[config.mk]
export PLATFORM = sky130hd
export DESIGN_NAME = irqvec_unit
export DESIGN_NICKNAME = d
export VERILOG_FILES = /design/src/rtl/irqvec_pkg.sv /design/src/rtl/irqvec_capture.sv /design/src/rtl/irqvec_ctrl_reg.sv /design/src/rtl/irqvec_select.sv /design/src/rtl/irqvec_unit.sv
export SDC_FILE = /design/constraint.sdc
export NUM_CORES = 1
export LEC_CHECK = 0
export BUFFER_PORTS_ARGS = -buffer_cell sky130_fd_sc_hd__buf_2
export CORE_MARGIN = 1
export CORE_UTILIZATION = 38
export CTS_CLUSTER_DIAMETER = 150
export DETAILED_ROUTE_END_ITERATION = 6
export GPL_TIMING_DRIVEN = 0
export MAX_ROUTING_LAYER = met4
export PLACE_DENSITY_LB_ADDON = 0.05
export RECOVER_POWER = 100
export SETUP_SLACK_MARGIN = 0.3
export SLEW_MARGIN = 5
export SYNTH_ARGS = -nofsm -noshare
export SYNTH_HDL_FRONTEND = slang
export SYNTH_HIERARCHICAL = 1
export SYNTH_SLANG_ARGS = --single-unit
[constraint.sdc]
create_clock -name clk -period 3 [get_ports clk]
set_input_delay 0.6 -clock clk [delete_from_list [all_inputs] [get_ports clk]]
set_output_delay 0.6 -clock clk [all_outputs]
set_load 0.02 [all_outputs]
[src/rtl/irqvec_pkg.sv]
package irqvec_pkg;
  localparam int NLINE   = 4;
  localparam int IDX_W   = $clog2(NLINE);
  localparam int VEC_W   = 16;
  localparam int NMASK   = NLINE - 1;
  localparam int CTRL_W  = NMASK + 2;
  localparam int EN_BIT  = NMASK;
  localparam int CLR_BIT = NMASK + 1;
  localparam int IDX_URG = NLINE - 1;
  localparam int IDX_EDG = NLINE - 2;

  function automatic logic [VEC_W-1:0] vec_of(input logic [IDX_W-1:0] idx);
    logic [VEC_W-1:0] v;
    case (idx)
      2'd3:    v = 16'h0024;
      2'd2:    v = 16'h003C;
      2'd1:    v = 16'h0034;
      default: v = 16'h002C;
    endcase
    return v;
  endfunction
endpackage

[src/rtl/irqvec_capture.sv]
module irqvec_capture
  import irqvec_pkg::*;
(
  input  logic             clk,
  input  logic             rst_n,
  input  logic [NLINE-1:0] irq_in,
  input  logic             ack_valid,
  input  logic [IDX_W-1:0] ack_idx,
  input  logic             clr_edge,
  output logic [NLINE-1:0] req_raw
);
  logic prev_urg_q, prev_edg_q, arm_q, urg_q, edg_q;
  logic arm_d, urg_d, edg_d;
  logic ack_urg, ack_edg, rise_edg;

  always_comb begin
    ack_urg  = ack_valid && (ack_idx == IDX_W'(IDX_URG));
    ack_edg  = ack_valid && (ack_idx == IDX_W'(IDX_EDG));
    rise_edg = irq_in[IDX_EDG] & ~prev_edg_q;
    arm_d    = irq_in[IDX_URG] & ~prev_urg_q;
    urg_d    = urg_q;
    if (ack_urg) urg_d = 1'b0;
    if (arm_q && irq_in[IDX_URG]) urg_d = 1'b1;
    edg_d    = edg_q;
    if (ack_edg || clr_edge) edg_d = 1'b0;
    if (rise_edg) edg_d = 1'b1;
  end

  always_ff @(posedge clk or negedge rst_n) begin
    if (!rst_n) begin
      prev_urg_q <= 1'b0;
      prev_edg_q <= 1'b0;
      arm_q      <= 1'b0;
      urg_q      <= 1'b0;
      edg_q      <= 1'b0;
    end else begin
      prev_urg_q <= irq_in[IDX_URG];
      prev_edg_q <= irq_in[IDX_EDG];
      arm_q      <= arm_d;
      urg_q      <= urg_d;
      edg_q      <= edg_d;
    end
  end

  assign req_raw = {urg_q, edg_q, irq_in[IDX_EDG-1:0]};
endmodule

[src/rtl/irqvec_ctrl_reg.sv]
module irqvec_ctrl_reg
  import irqvec_pkg::*;
(
  input  logic              clk,
  input  logic              rst_n,
  input  logic              reg_wr,
  input  logic [CTRL_W-1:0] reg_wdata,
  output logic [NMASK-1:0]  mask,
  output logic              glb_en,
  output logic              clr_edge
);
  logic [NMASK-1:0] mask_q, mask_d;
  logic             en_q, en_d;

  always_comb begin
    mask_d = mask_q;
    en_d   = en_q;
    if (reg_wr) begin
      mask_d = reg_wdata[NMASK-1:0];
      en_d   = reg_wdata[EN_BIT];
    end
  end

  always_ff @(posedge clk or negedge rst_n) begin
    if (!rst_n) begin
      mask_q <= '1;
      en_q   <= 1'b0;
    end else begin
      mask_q <= mask_d;
      en_q   <= en_d;
    end
  end

  assign mask     = mask_q;
  assign glb_en   = en_q;
  assign clr_edge = reg_wr & reg_wdata[CLR_BIT];
endmodule

[src/rtl/irqvec_select.sv]
module irqvec_select
  import irqvec_pkg::*;
(
  input  logic [NLINE-1:0] req_raw,
  input  logic [NMASK-1:0] mask,
  input  logic             glb_en,
  output logic             int_pend,
  output logic [VEC_W-1:0] vec_addr
);
  logic [NLINE-1:0] elig;

  for (genvar k = 0; k < NLINE; k++) begin : g_elig
    if (k == IDX_URG) begin : g_urg
      assign elig[k] = req_raw[k];
    end else begin : g_msk
      assign elig[k] = req_raw[k] & ~mask[k] & glb_en;
    end
  end

  always_comb begin
    logic [IDX_W-1:0] win;
    win = '0;
    for (int k = 0; k < NLINE; k++) begin
      if (elig[k]) win = IDX_W'(k);
    end
    int_pend = |elig;
    vec_addr = int_pend ? vec_of(win) : '0;
  end
endmodule

[src/rtl/irqvec_unit.sv]
module irqvec_unit
  import irqvec_pkg::*;
(
  input  logic              clk,
  input  logic              rst_n,
  input  logic [NLINE-1:0]  irq_in,
  input  logic              reg_wr,
  input  logic [CTRL_W-1:0] reg_wdata,
  input  logic              ack_valid,
  input  logic [IDX_W-1:0]  ack_idx,
  output logic              int_pend,
  output logic [VEC_W-1:0]  vec_addr
);
  logic [NLINE-1:0] req_raw;
  logic [NMASK-1:0] mask;
  logic             glb_en;
  logic             clr_edge;

  irqvec_ctrl_reg u_reg (
    .clk(clk), .rst_n(rst_n), .reg_wr(reg_wr), .reg_wdata(reg_wdata),
    .mask(mask), .glb_en(glb_en), .clr_edge(clr_edge)
  );

  irqvec_capture u_cap (
    .clk(clk), .rst_n(rst_n), .irq_in(irq_in), .ack_valid(ack_valid),
    .ack_idx(ack_idx), .clr_edge(clr_edge), .req_raw(req_raw)
  );

  irqvec_select u_sel (
    .req_raw(req_raw), .mask(mask), .glb_en(glb_en),
    .int_pend(int_pend), .vec_addr(vec_addr)
  );
endmodule

==> flow_summary.json, run 1 <==
{
  "worst_hold_path_type": "input port to async pin",
  "crit_arrival_ns": 1.45,
  "reg2reg_slack_ns": 2.24,
  "slowest_stage": "dfstp_2",
  "p_per_area_nw_per_um2": 475,
  "grt_pass1_vias": 290,
  "vias": 373,
  "r2r-start": "u_reg/glb_en$_DFFE_PN0P_",
  "post-cts-setup-buffers": 0,
  "die_h_um": 40.2,
  "crit_required_ns": 2.40,
  "grt_pass1_wl_mm": 1.18,
  "ir_drop_v": 0.000282,
  "tns_ns": 0,
  "initial_core_util_pct": 41.7,
  "min_period_over_period_pct": 68.3,
  "wl_per_cell_um": 6.98,
  "htreeDepth": 1,
  "cts_sinks": 9,
  "die_x_um": 40.2,
  "startpoint_type": "register",
  "grt-ovfl-total": 0,
  "core_area_sq_um": 1330,
  "final_nets": 99,
  "clk_latency_ns": 0.25,
  "cts_resized": 0,
  "fp-row-count": 13,
  "final_common_cell": "buf_4",
  "grt_util_all_layers_pct": 11.8,
  "routabilityCongestion": 0.644,
  "ys_seq_area_share_pct": 41.2,
  "slew_violations": 0,
  "netlist_area_sq_um": 556,
  "rsz0062_at_grt": "no",
  "cts_tree": "yes",
  "synthDistinctLibCells": 18,
  "crit_fanout": 3,
  "r2r_cells": 1,
  "antenna_found_initial": 0,
  "final_cell_mix": "buf_4 (18), conb_1 (12), buf_2 (10)",
  "vias_per_cell": 3.81,
  "finish.instance_area_sq_um": 699,
  "p_leak_nw": 0.376,
  "cts_hold_buf": 0,
  "first_pass_iters": 3,
  "synth_seq_cells": 9,
  "io_pins": 32,
  "finClkSkew_ns": 0.0000900,
  "antenna_cells": 0,
  "crit_chain": "nand2b_4 -> nor2b_1 -> a21oi_1 -> buf_4 -> buf_2",
  "antenna_left": 0,
  "ys.warnings.count": 6,
  "drc": 0,
  "cts_root_buf": "clkbuf_4",
  "clk_pin_slew_ns": 0.06,
  "post-route-min-period_ns": 2.05,
  "worst_setup_path_end_kind": "output pin",
  "place_area_sq_um": 701,
  "hold_viol": 0,
  "syn_area_per_cell_sq_um": 10.9,
  "hpwl_um": 597,
  "netlist_instances": 51,
  "status": "finished, final reports clean",
  "drt_iter0_drc": 2,
  "report.power.total_mw": 0.332,
  "dieArea_sq_um": 1620,
  "totalWireLength_um": 684,
  "fmax_mhz": 488,
  "setup_violations": 0,
  "port_buffers": 17,
  "cts_buffers": 3,
  "clock_path_buffers": 2,
  "grt_start_max_net_pins": 10,
  "area_growth_pct": 25.9,
  "dp_slack_ns": 1.05,
  "crit_type": "register to output pin",
  "maxCapViolations": 0,
  "r2r-end": "u_reg/glb_en$_DFFE_PN0P_",
  "setup_ws_ns": 0.950,
  "layout-drive-gt1-share_pct": 49.4,
  "critPathMaxStageDelay_ns": 0.52
}
synth_stat cells, drive strengths merged:
| library cell | n | area [sq um] |
|---|---|---|
| inv | 2 | 7.51 |
| nor2 | 4 | 15.0 |
| conb | 1 | 3.75 |
| mux2 | 4 | 45.0 |
| and2 | 1 | 7.51 |
| and3b | 1 | 8.76 |
| nand3 | 1 | 5.00 |
| nor2b | 4 | 40.0 |
| buf | 18 | 135 |
| a21oi | 2 | 13.8 |
| o32ai | 1 | 16.3 |
| nand2b | 2 | 20.0 |
| dfstp | 3 | 78.8 |
| dfrtp | 6 | 150 |
| a22o | 1 | 8.76 |
power by group:
group | internal [mW] | total, mW | leakage, nW | switching (mW)
clock network | 0.0509 | 0.0884 | 0.0150 | 0.0375
registers | 0.136 | 0.142 | 0.103 | 0.00586
logic | 0.0508 | 0.102 | 0.258 | 0.0511
state kept, by name, indices dropped and copies added, names as in the netlist:
signal	count
u_cap/edg_q	1
u_reg/glb_en	1
u_cap/arm_q	1
u_cap/prev_urg_q	1
u_cap/prev_edg_q	1
u_cap/urg_q	1
u_reg/mask	3
cells by family (layout without fill, tap and decap cells):
kind of cell,after synthesis,in the layout,synth area share (%)
other,1,12,0.675
buffers and inverters,20,41,25.7
muxes,4,4,8.11
DFF,9,9,41.2
and+or+nand+nor,13,13,17.3
AOI/OAI and AO/OA,4,4,6.98
through the flow:
stage,util (%),hold slack [ns],instances
6_report,52.4,0.270,98
5_1_grt,52.4,0.306,98
4_1_cts,54.5,0.190,98
3_5_place_dp,52.5,0.390,94
3_3_place_gp,52.5,0.393,94
2_1_floorplan,-,0.304,62
worst max-delay path, delay by kind of cell, from the launching register on:
kind / cells / cell delay [ns]
DFF: 1 / 0.52
and+or+nand+nor: 2 / 0.28
buffers and inverters: 2 / 0.28
AOI/OAI and AO/OA: 1 / 0.12
layout make-up:
cell class,instances,area (sq um)
buffer,18,135
clock buffer,4,26.3
fill,150,634
inverter,2,7.51
multi-input combinational,33,206
sequential,9,229
tap,15,18.8
timing repair buffer,17,76.3
layer usage:
layer  wire length [um]  vias up  GRT usage (%)
met4                  8        0           10.0
met3                 71        2           1.67
li1                   -      200              -
met5                  0        -              -
met1                281      153           14.6
met2                322       18           16.9
worst max-delay path by stage:
stage / end / cells after the start / slack, ns / startpoint
after floorplan: vec_addr[2] / 5 / 1.03 / irq_in[0]
after global placement: vec_addr[2] / 6 / 1.05 / irq_in[0]
after detailed placement: vec_addr[5] / 6 / 1.05 / irq_in[0]
after CTS: vec_addr[5] / 5 / 1.02 / u_reg/mask[1]$_DFFE_PN1P_
after global routing: vec_addr[5] / 5 / 0.82 / u_reg/mask[1]$_DFFE_PN1P_
final: vec_addr[5] / 5 / 0.95 / u_reg/mask[1]$_DFFE_PN1P_
Power figures use the tool's default switching activity.
==> inputs of run 2 (changes only) <==
--- a/config.mk
+++ b/config.mk
@@ -5,9 +5,10 @@
 export SDC_FILE = /design/constraint.sdc
 export NUM_CORES = 1
 export LEC_CHECK = 0
+export ABC_AREA = 1
 export BUFFER_PORTS_ARGS = -buffer_cell sky130_fd_sc_hd__buf_2
 export CORE_MARGIN = 1
-export CORE_UTILIZATION = 38
+export CORE_UTILIZATION = 37
 export CTS_CLUSTER_DIAMETER = 150
 export DETAILED_ROUTE_END_ITERATION = 6
 export GPL_TIMING_DRIVEN = 0
==> constraint.sdc (replaced) <==
create_clock -name clk -period 1.7 [get_ports clk]
set_input_delay 0.34 -clock clk [delete_from_list [all_inputs] [get_ports clk]]
set_output_delay 0.34 -clock clk [all_outputs]
set_load 0.02 [all_outputs]
==> run 2 against run 1 <==
Effect of this change:
- via count increased by 28%
- power rose by 84%
- clock-buffer cell count stayed put
- sequential cell count is the same
- hold slack got worse by 0.065 ns
==> flow_summary.json, run 2 <==
{
  "p_per_area_nw_per_um2": 794,
  "yosys.area.top_type": "dfrtp_1",
  "worst_setup_path_end_kind": "output pin",
  "io_pins": 32,
  "hp-start": "irq_in[2]",
  "crit_fanout": 3,
  "vias": 477,
  "initial_core_util_pct": 41.2,
  "drc": 0,
  "p_leak_nw": 0.457,
  "clk_pin_slew_ns": 0.06,
  "dieArea_sq_um": 1640,
  "totalWireLength_um": 960,
  "crit_chain": "nor2_2 -> nand2_2 -> nand4_1 -> buf_4 -> buf_6",
  "clock_path_buffers": 2,
  "grt_start_max_net_pins": 10,
  "grt_util_all_layers_pct": 14.7,
  "yosys-top-cells-area": "dfrtp_1 (27%), buf_4 (25%), dfstp_2 (14%)",
  "die_h_um": 40.5,
  "critPathMaxStageDelay_ns": 0.54,
  "antenna_found_initial": 0,
  "hold_viol": 0,
  "rsz0062_at_grt": "yes",
  "status": "finished, final reports clean",
  "largest_reg_flops": 3,
  "synth_edf_count": 0,
  "holdPathEnd": "u_cap/prev_edg_q$_DFF_PN0_",
  "netlist_area_sq_um": 549,
  "area_growth_pct": 39.9,
  "startpoint_type": "register",
  "r2r-end": "u_reg/glb_en$_DFFE_PN0P_",
  "cts_sinks": 9,
  "port_buffers": 17,
  "ir_drop_v": 0.000507,
  "drt_iter0_drc": 7,
  "fmax_mhz": 603,
  "core_area_sq_um": 1330,
  "crit_required_ns": 1.36,
  "synth_common_cells": "nand2_1 (21), buf_4 (18), inv_1 (7)",
  "vias_per_cell": 3.98,
  "wl_per_cell_um": 8.00,
  "final_cell_mix": "buf_4 (21), nand2_1 (21), buf_2 (12), conb_1 (12)",
  "dp_slack_ns": 0.292,
  "grt-ovfl-total": 0,
  "final_cells": 120,
  "routabilityCongestion": 0.684,
  "htreeDepth": 1,
  "synthDistinctLibCells": 14,
  "whs_ns": 0.204,
  "crit_arrival_ns": 1.32,
  "hold-path-cell-count": 1,
  "finClkSkew_ns": 0.00208,
  "synth_most_common_cell": "nand2_1",
  "ys.flop_type": "dfrtp_1",
  "final_nets": 121,
  "ys_seq_area_share_pct": 41.7,
  "synth_top_area_share_pct": 27.3,
  "crit_type": "register to output pin",
  "maxCapViolations": 0,
  "setup_violations": 0,
  "slew_violations": 0,
  "antenna_left": 0,
  "die_x_um": 40.5,
  "netlist_instances": 70,
  "layout-drive-gt1-share_pct": 48.6,
  "report.power.total_mw": 0.610,
  "ys.warnings.count": 6,
  "clk_latency_ns": 0.26,
  "r2r_cells": 3,
  "hpwl_um": 701,
  "cts_buffers": 3,
  "grt_pass1_vias": 411,
  "r2r-start": "u_reg/glb_en$_DFFE_PN0P_",
  "final_util_pct": 57.6,
  "cts_tree": "yes",
  "grt_pass1_wl_mm": 1.48,
  "post-route-min-period_ns": 1.66,
  "setup_ws_ns": 0.0420,
  "cts_root_buf": "clkbuf_4",
  "antenna_cells": 0,
  "reg2reg_slack_ns": 0.94,
  "min_period_over_period_pct": 97.5,
  "synthArstFlopShare_pct": 100,
  "fp-row-count": 13,
  "worst_hold_path_type": "input port to register",
  "first_pass_iters": 4,
  "synth_seq_cells": 9,
  "placed_cells": 113,
  "slowest_stage": "dfstp_2",
  "syn_area_per_cell_sq_um": 7.85
}
run 2: critical path, delay by kind of cell, from the launching register on:
family,cells,cell delay [ns]
DFF,1,0.54
and+or+nand+nor,3,0.23
buffers and inverters,2,0.29
run 2: cell families (layout without fill, tap and decap cells):
group / Yosys count / in the layout / synth area share [%]
AND/OR/NAND/NOR: 31 / 31 / 24.4
buffers and inverters: 27 / 51 / 30.8
flip-flops: 9 / 9 / 41.7
AO/OA/AOI/OAI: 2 / 2 / 2.51
other: 1 / 12 / 0.683
run 2: layer usage:
layer / track usage (%) / vias up / part of all wire, %
li1: - / 250 / -
met2: 27.4 / 23 / 54
met5: - / - / 0
met3: 3.33 / 2 / 8.9
met1: 12.7 / 202 / 36
met4: 10.0 / 0 / 0.94
run 2: where the power goes:
group          switching, mW  leakage (nW)  internal, mW
Sequential            0.0110         0.103         0.238
Clock                 0.0721        0.0150        0.0903
Combinational          0.104         0.339        0.0951
Total                  0.187         0.457         0.423
run 2: layout make-up:
type | count | area [sq um]
Inverter | 9 | 33.8
Tap cell | 15 | 18.8
Timing Repair Buffer | 20 | 123
Buffer | 18 | 135
Clock buffer | 4 | 26.3
Fill cell | 158 | 566
Multi-Input combinational cell | 45 | 203
Sequential cell | 9 | 229
run 2: per-stage QoR:
step           cell area, sq um  setup TNS (ns)
2_1_floorplan               596               0
3_3_place_gp                699               0
3_5_place_dp                699               0
4_1_cts                     761               0
5_1_grt                     768         -0.0856
6_report                    768               0
run 2: timing repair:
item / in CTS / in global routing
resized for setup: 6 / 2
hold buffers: 1 / 0
pin swaps: 4 / 1
buffers inserted: 1 / 1
endpoints found under the hold margin: 6 / 0
setup endpoints to repair: 5 / 5
run 2: worst max-delay path by stage:
stage                               from     endpoint  slack (ns)  depth (start not counted)
5_1_grt        u_reg/mask[2]$_DFFE_PN1P_  vec_addr[2]       -0.03                          5
4_1_cts        u_reg/mask[2]$_DFFE_PN1P_  vec_addr[5]        0.03                          5
3_3_place_gp   u_reg/mask[1]$_DFFE_PN1P_  vec_addr[2]        0.32                          5
3_5_place_dp   u_reg/mask[2]$_DFFE_PN1P_  vec_addr[5]        0.29                          5
2_1_floorplan  u_reg/mask[2]$_DFFE_PN1P_  vec_addr[2]        0.22                          4
6_report       u_reg/mask[2]$_DFFE_PN1P_  vec_addr[2]        0.04                          5
==> inputs of run 3 (changes only) <==
--- a/config.mk
+++ b/config.mk
@@ -8,8 +8,8 @@
 export ABC_AREA = 1
 export BUFFER_PORTS_ARGS = -buffer_cell sky130_fd_sc_hd__buf_2
 export CORE_MARGIN = 1
-export CORE_UTILIZATION = 37
-export CTS_CLUSTER_DIAMETER = 150
+export CORE_UTILIZATION = 35
+export CTS_CLUSTER_DIAMETER = 80
 export DETAILED_ROUTE_END_ITERATION = 6
 export GPL_TIMING_DRIVEN = 0
 export MAX_ROUTING_LAYER = met4
@@ -19,5 +19,4 @@
 export SLEW_MARGIN = 5
 export SYNTH_ARGS = -nofsm -noshare
 export SYNTH_HDL_FRONTEND = slang
-export SYNTH_HIERARCHICAL = 1
 export SYNTH_SLANG_ARGS = --single-unit
==> run 3 against run 2 <==
Effect of this change:
- area after synthesis decreased by 12%
- critical path depth stayed put
- core utilization fell by 2.6 points
- synthesized cell count shrank 21%
- register-to-register slack got worse by 0.13 ns
- critical endpoint unchanged
- largest cell class unchanged
==> flow_summary.json, run 3 <==
{
  "cts_buffers": 3,
  "cts_sinks": 9,
  "crit_required_ns": 1.36,
  "clock_path_buffers": 2,
  "io_pins": 32,
  "synth_top_area_share_pct": 31.0,
  "final_cell_mix": "buf_4 (14), conb_1 (12), buf_2 (12)",
  "synth_edf_count": 0,
  "final_util_pct": 55.0,
  "fmax_mhz": 617,
  "synthDistinctLibCells": 13,
  "clk_pin_slew_ns": 0.06,
  "slowest_stage": "dfstp_2",
  "report.power.total_mw": 0.592,
  "final_nets": 108,
  "netlist_instances": 55,
  "crit_fanout": 3,
  "whs_ns": 0.207,
  "syn_area_per_cell_sq_um": 8.80,
  "met2_usage_pct": 24.6,
  "grt_util_all_layers_pct": 14.4,
  "cts_root_buf": "clkbuf_4",
  "drt_iter0_drc": 3,
  "worst_setup_path_end_kind": "output pin",
  "vias": 419,
  "antenna_cells": 0,
  "wl_per_cell_um": 7.94,
  "yosys.area.top_type": "dfrtp_1",
  "finClkSkew_ns": 0.0000875,
  "synth_seq_cells": 9,
  "dieArea_sq_um": 1540,
  "fp-row-count": 13,
  "area_growth_pct": 47.8,
  "clk_latency_ns": 0.25,
  "gr-usage-met3_pct": 1.73,
  "worst_hold_path_type": "input port to register",
  "maxCapViolations": 0,
  "antenna_left": 0,
  "tns_ns": 0,
  "n_fill_cell": 146,
  "p_leak_nw": 0.398,
  "synthArstFlopShare_pct": 100,
  "p_per_area_nw_per_um2": 828,
  "layout-drive-gt1-share_pct": 50.0,
  "hold_viol": 0,
  "die_h_um": 39.2,
  "grt_pass1_wl_mm": 1.37,
  "startpoint_type": "register",
  "totalWireLength_um": 850,
  "final_common_cell": "buf_4",
  "ys.flop_type": "dfrtp_1",
  "p_seq_share_pct": 42.7,
  "grt_most_used_layer": "met2",
  "die_x_um": 39.2,
  "post-route-min-period_ns": 1.62,
  "setup_violations": 0,
  "critPathMaxStageDelay_ns": 0.52,
  "largest_reg_flops": 3,
  "routabilityCongestion": 0.686,
  "ir_drop_v": 0.000405,
  "crit_type": "register to output pin",
  "htreeDepth": 1,
  "grt-ovfl-total": 0,
  "cts_tree": "yes",
  "netlist_area_sq_um": 484,
  "port_buffers": 19,
  "p_clk_share_pct": 27.2,
  "synth_common_cells": "buf_4 (14), nand2_1 (10), dfrtp_1 (6), inv_1 (6), nand3_1 (4)",
  "crit_chain": "inv_2 -> nand3_2 -> nand4_1 -> clkbuf_4 -> buf_6",
  "crit_arrival_ns": 1.28,
  "core_area_sq_um": 1300,
  "synth_most_common_cell": "buf_4",
  "yosys-top-cells-area": "dfrtp_1 (31%), buf_4 (22%), dfstp_2 (16%)",
  "p_comb_share_pct": 30.1,
  "first_pass_iters": 2,
  "initial_core_util_pct": 37.2,
  "rsz0062_at_grt": "yes",
  "grt_pass1_vias": 356,
  "internal_power_mw": 0.414,
  "grt_start_max_net_pins": 10,
  "slew_violations": 0,
  "ys.warnings.count": 0,
  "vias_per_cell": 3.92,
  "gr-usage-met1_pct": 15.2,
  "antenna_found_initial": 0,
  "ys_seq_area_share_pct": 47.3,
  "drc": 0,
  "switching_share_pct": 30.1,
  "p_sw_mw": 0.179,
  "min_period_over_period_pct": 95.4,
  "status": "finished, final reports clean"
}
## run 3: cell count changes after synthesis, sizes merged
cell	before	now
o21ai	0	2
inv	9	6
mux2	0	2
nor2	4	3
nand2	22	10
buf	18	14
o22ai	0	1
## run 3: repair_timing
item | CTS | global route
pin swaps | 3 | 0
hold endpoints to repair | 6 | 0
setup buffers | 2 | 0
endpoints found under the setup margin | 5 | 5
gates resized for setup | 7 | 3
hold buffers | 1 | 0
## run 3: worst max-delay path: cells and delay by family (launching register included)
family | cells | cell delay (ns)
buffers and inverters | 3 | 0.32
flip-flops | 1 | 0.52
AND/OR/NAND/NOR | 2 | 0.19
## run 3: cell type report
class / count / area [sq um] / area share (%)
sequential: 9 / 229 / 32.0
multi-input combinational: 37 / 185 / 25.9
timing repair buffer: 22 / 129 / 18.0
buffer: 14 / 105 / 14.7
clock buffer: 4 / 26.3 / 3.67
inverter: 6 / 22.5 / 3.15
tap: 15 / 18.8 / 2.62
## run 3: path summary, 6_finish.rpt
| path | startpoint | endpoint | slack, ns | depth (start not counted) |
|---|---|---|---|---|
| setup / recovery | u_reg.mask[1]$_DFFE_PN1P_ | vec_addr[2] | 0.08 | 5 |
| hold / removal | irq_in[2] | u_cap.prev_edg_q$_DFF_PN0_ | 0.21 | 1 |
| setup reg to reg | u_reg.mask[1]$_DFFE_PN1P_ | u_reg.mask[1]$_DFFE_PN1P_ | 0.81 | 3 |
| hold reg to reg | u_cap.prev_urg_q$_DFF_PN0_ | u_cap.arm_q$_DFF_PN0_ | 0.40 | 1 |
| max in group asynchronous | rst_n | u_reg.mask[0]$_DFFE_PN1P_ | 0.78 | 2 |
| min in group asynchronous | rst_n | u_reg.glb_en$_DFFE_PN0P_ | 0.57 | 2 |
## run 3: cell families after synthesis
kind of cell	synth area share, %
buf+inv	26.4
simple gates	15.5
flops	47.3
compound gates	5.43
mux	4.65
other cells	0.774
## run 3: metrics by stage
step / setup slack [ns] / cells / instance area [sq um]
after floorplan: 0.220 / 66 / 536
after global placement: 0.317 / 100 / 649
after detailed placement: 0.309 / 100 / 649
after CTS: 0.0543 / 107 / 721
after global routing: 0.0151 / 107 / 716
final: 0.0785 / 107 / 716
## run 3: power groups by stage
stage	sequential (mW)	combinational (mW)	clock (mW)
3_3_place_gp	0.254	0.158	0
5_1_grt	0.257	0.198	0.176
2_1_floorplan	0.252	0.115	0
6_report	0.253	0.178	0.161
4_1_cts	0.252	0.182	0.171
3_5_place_dp	0.255	0.159	0
## run 3: metal layers
| layer | up-vias | wire length, um |
|---|---|---|
| li1 | 221 | - |
| met1 | 174 | 351 |
| met2 | 22 | 410 |
| met3 | 2 | 84 |
| met4 | 0 | 4 |
| met5 | - | 0 |
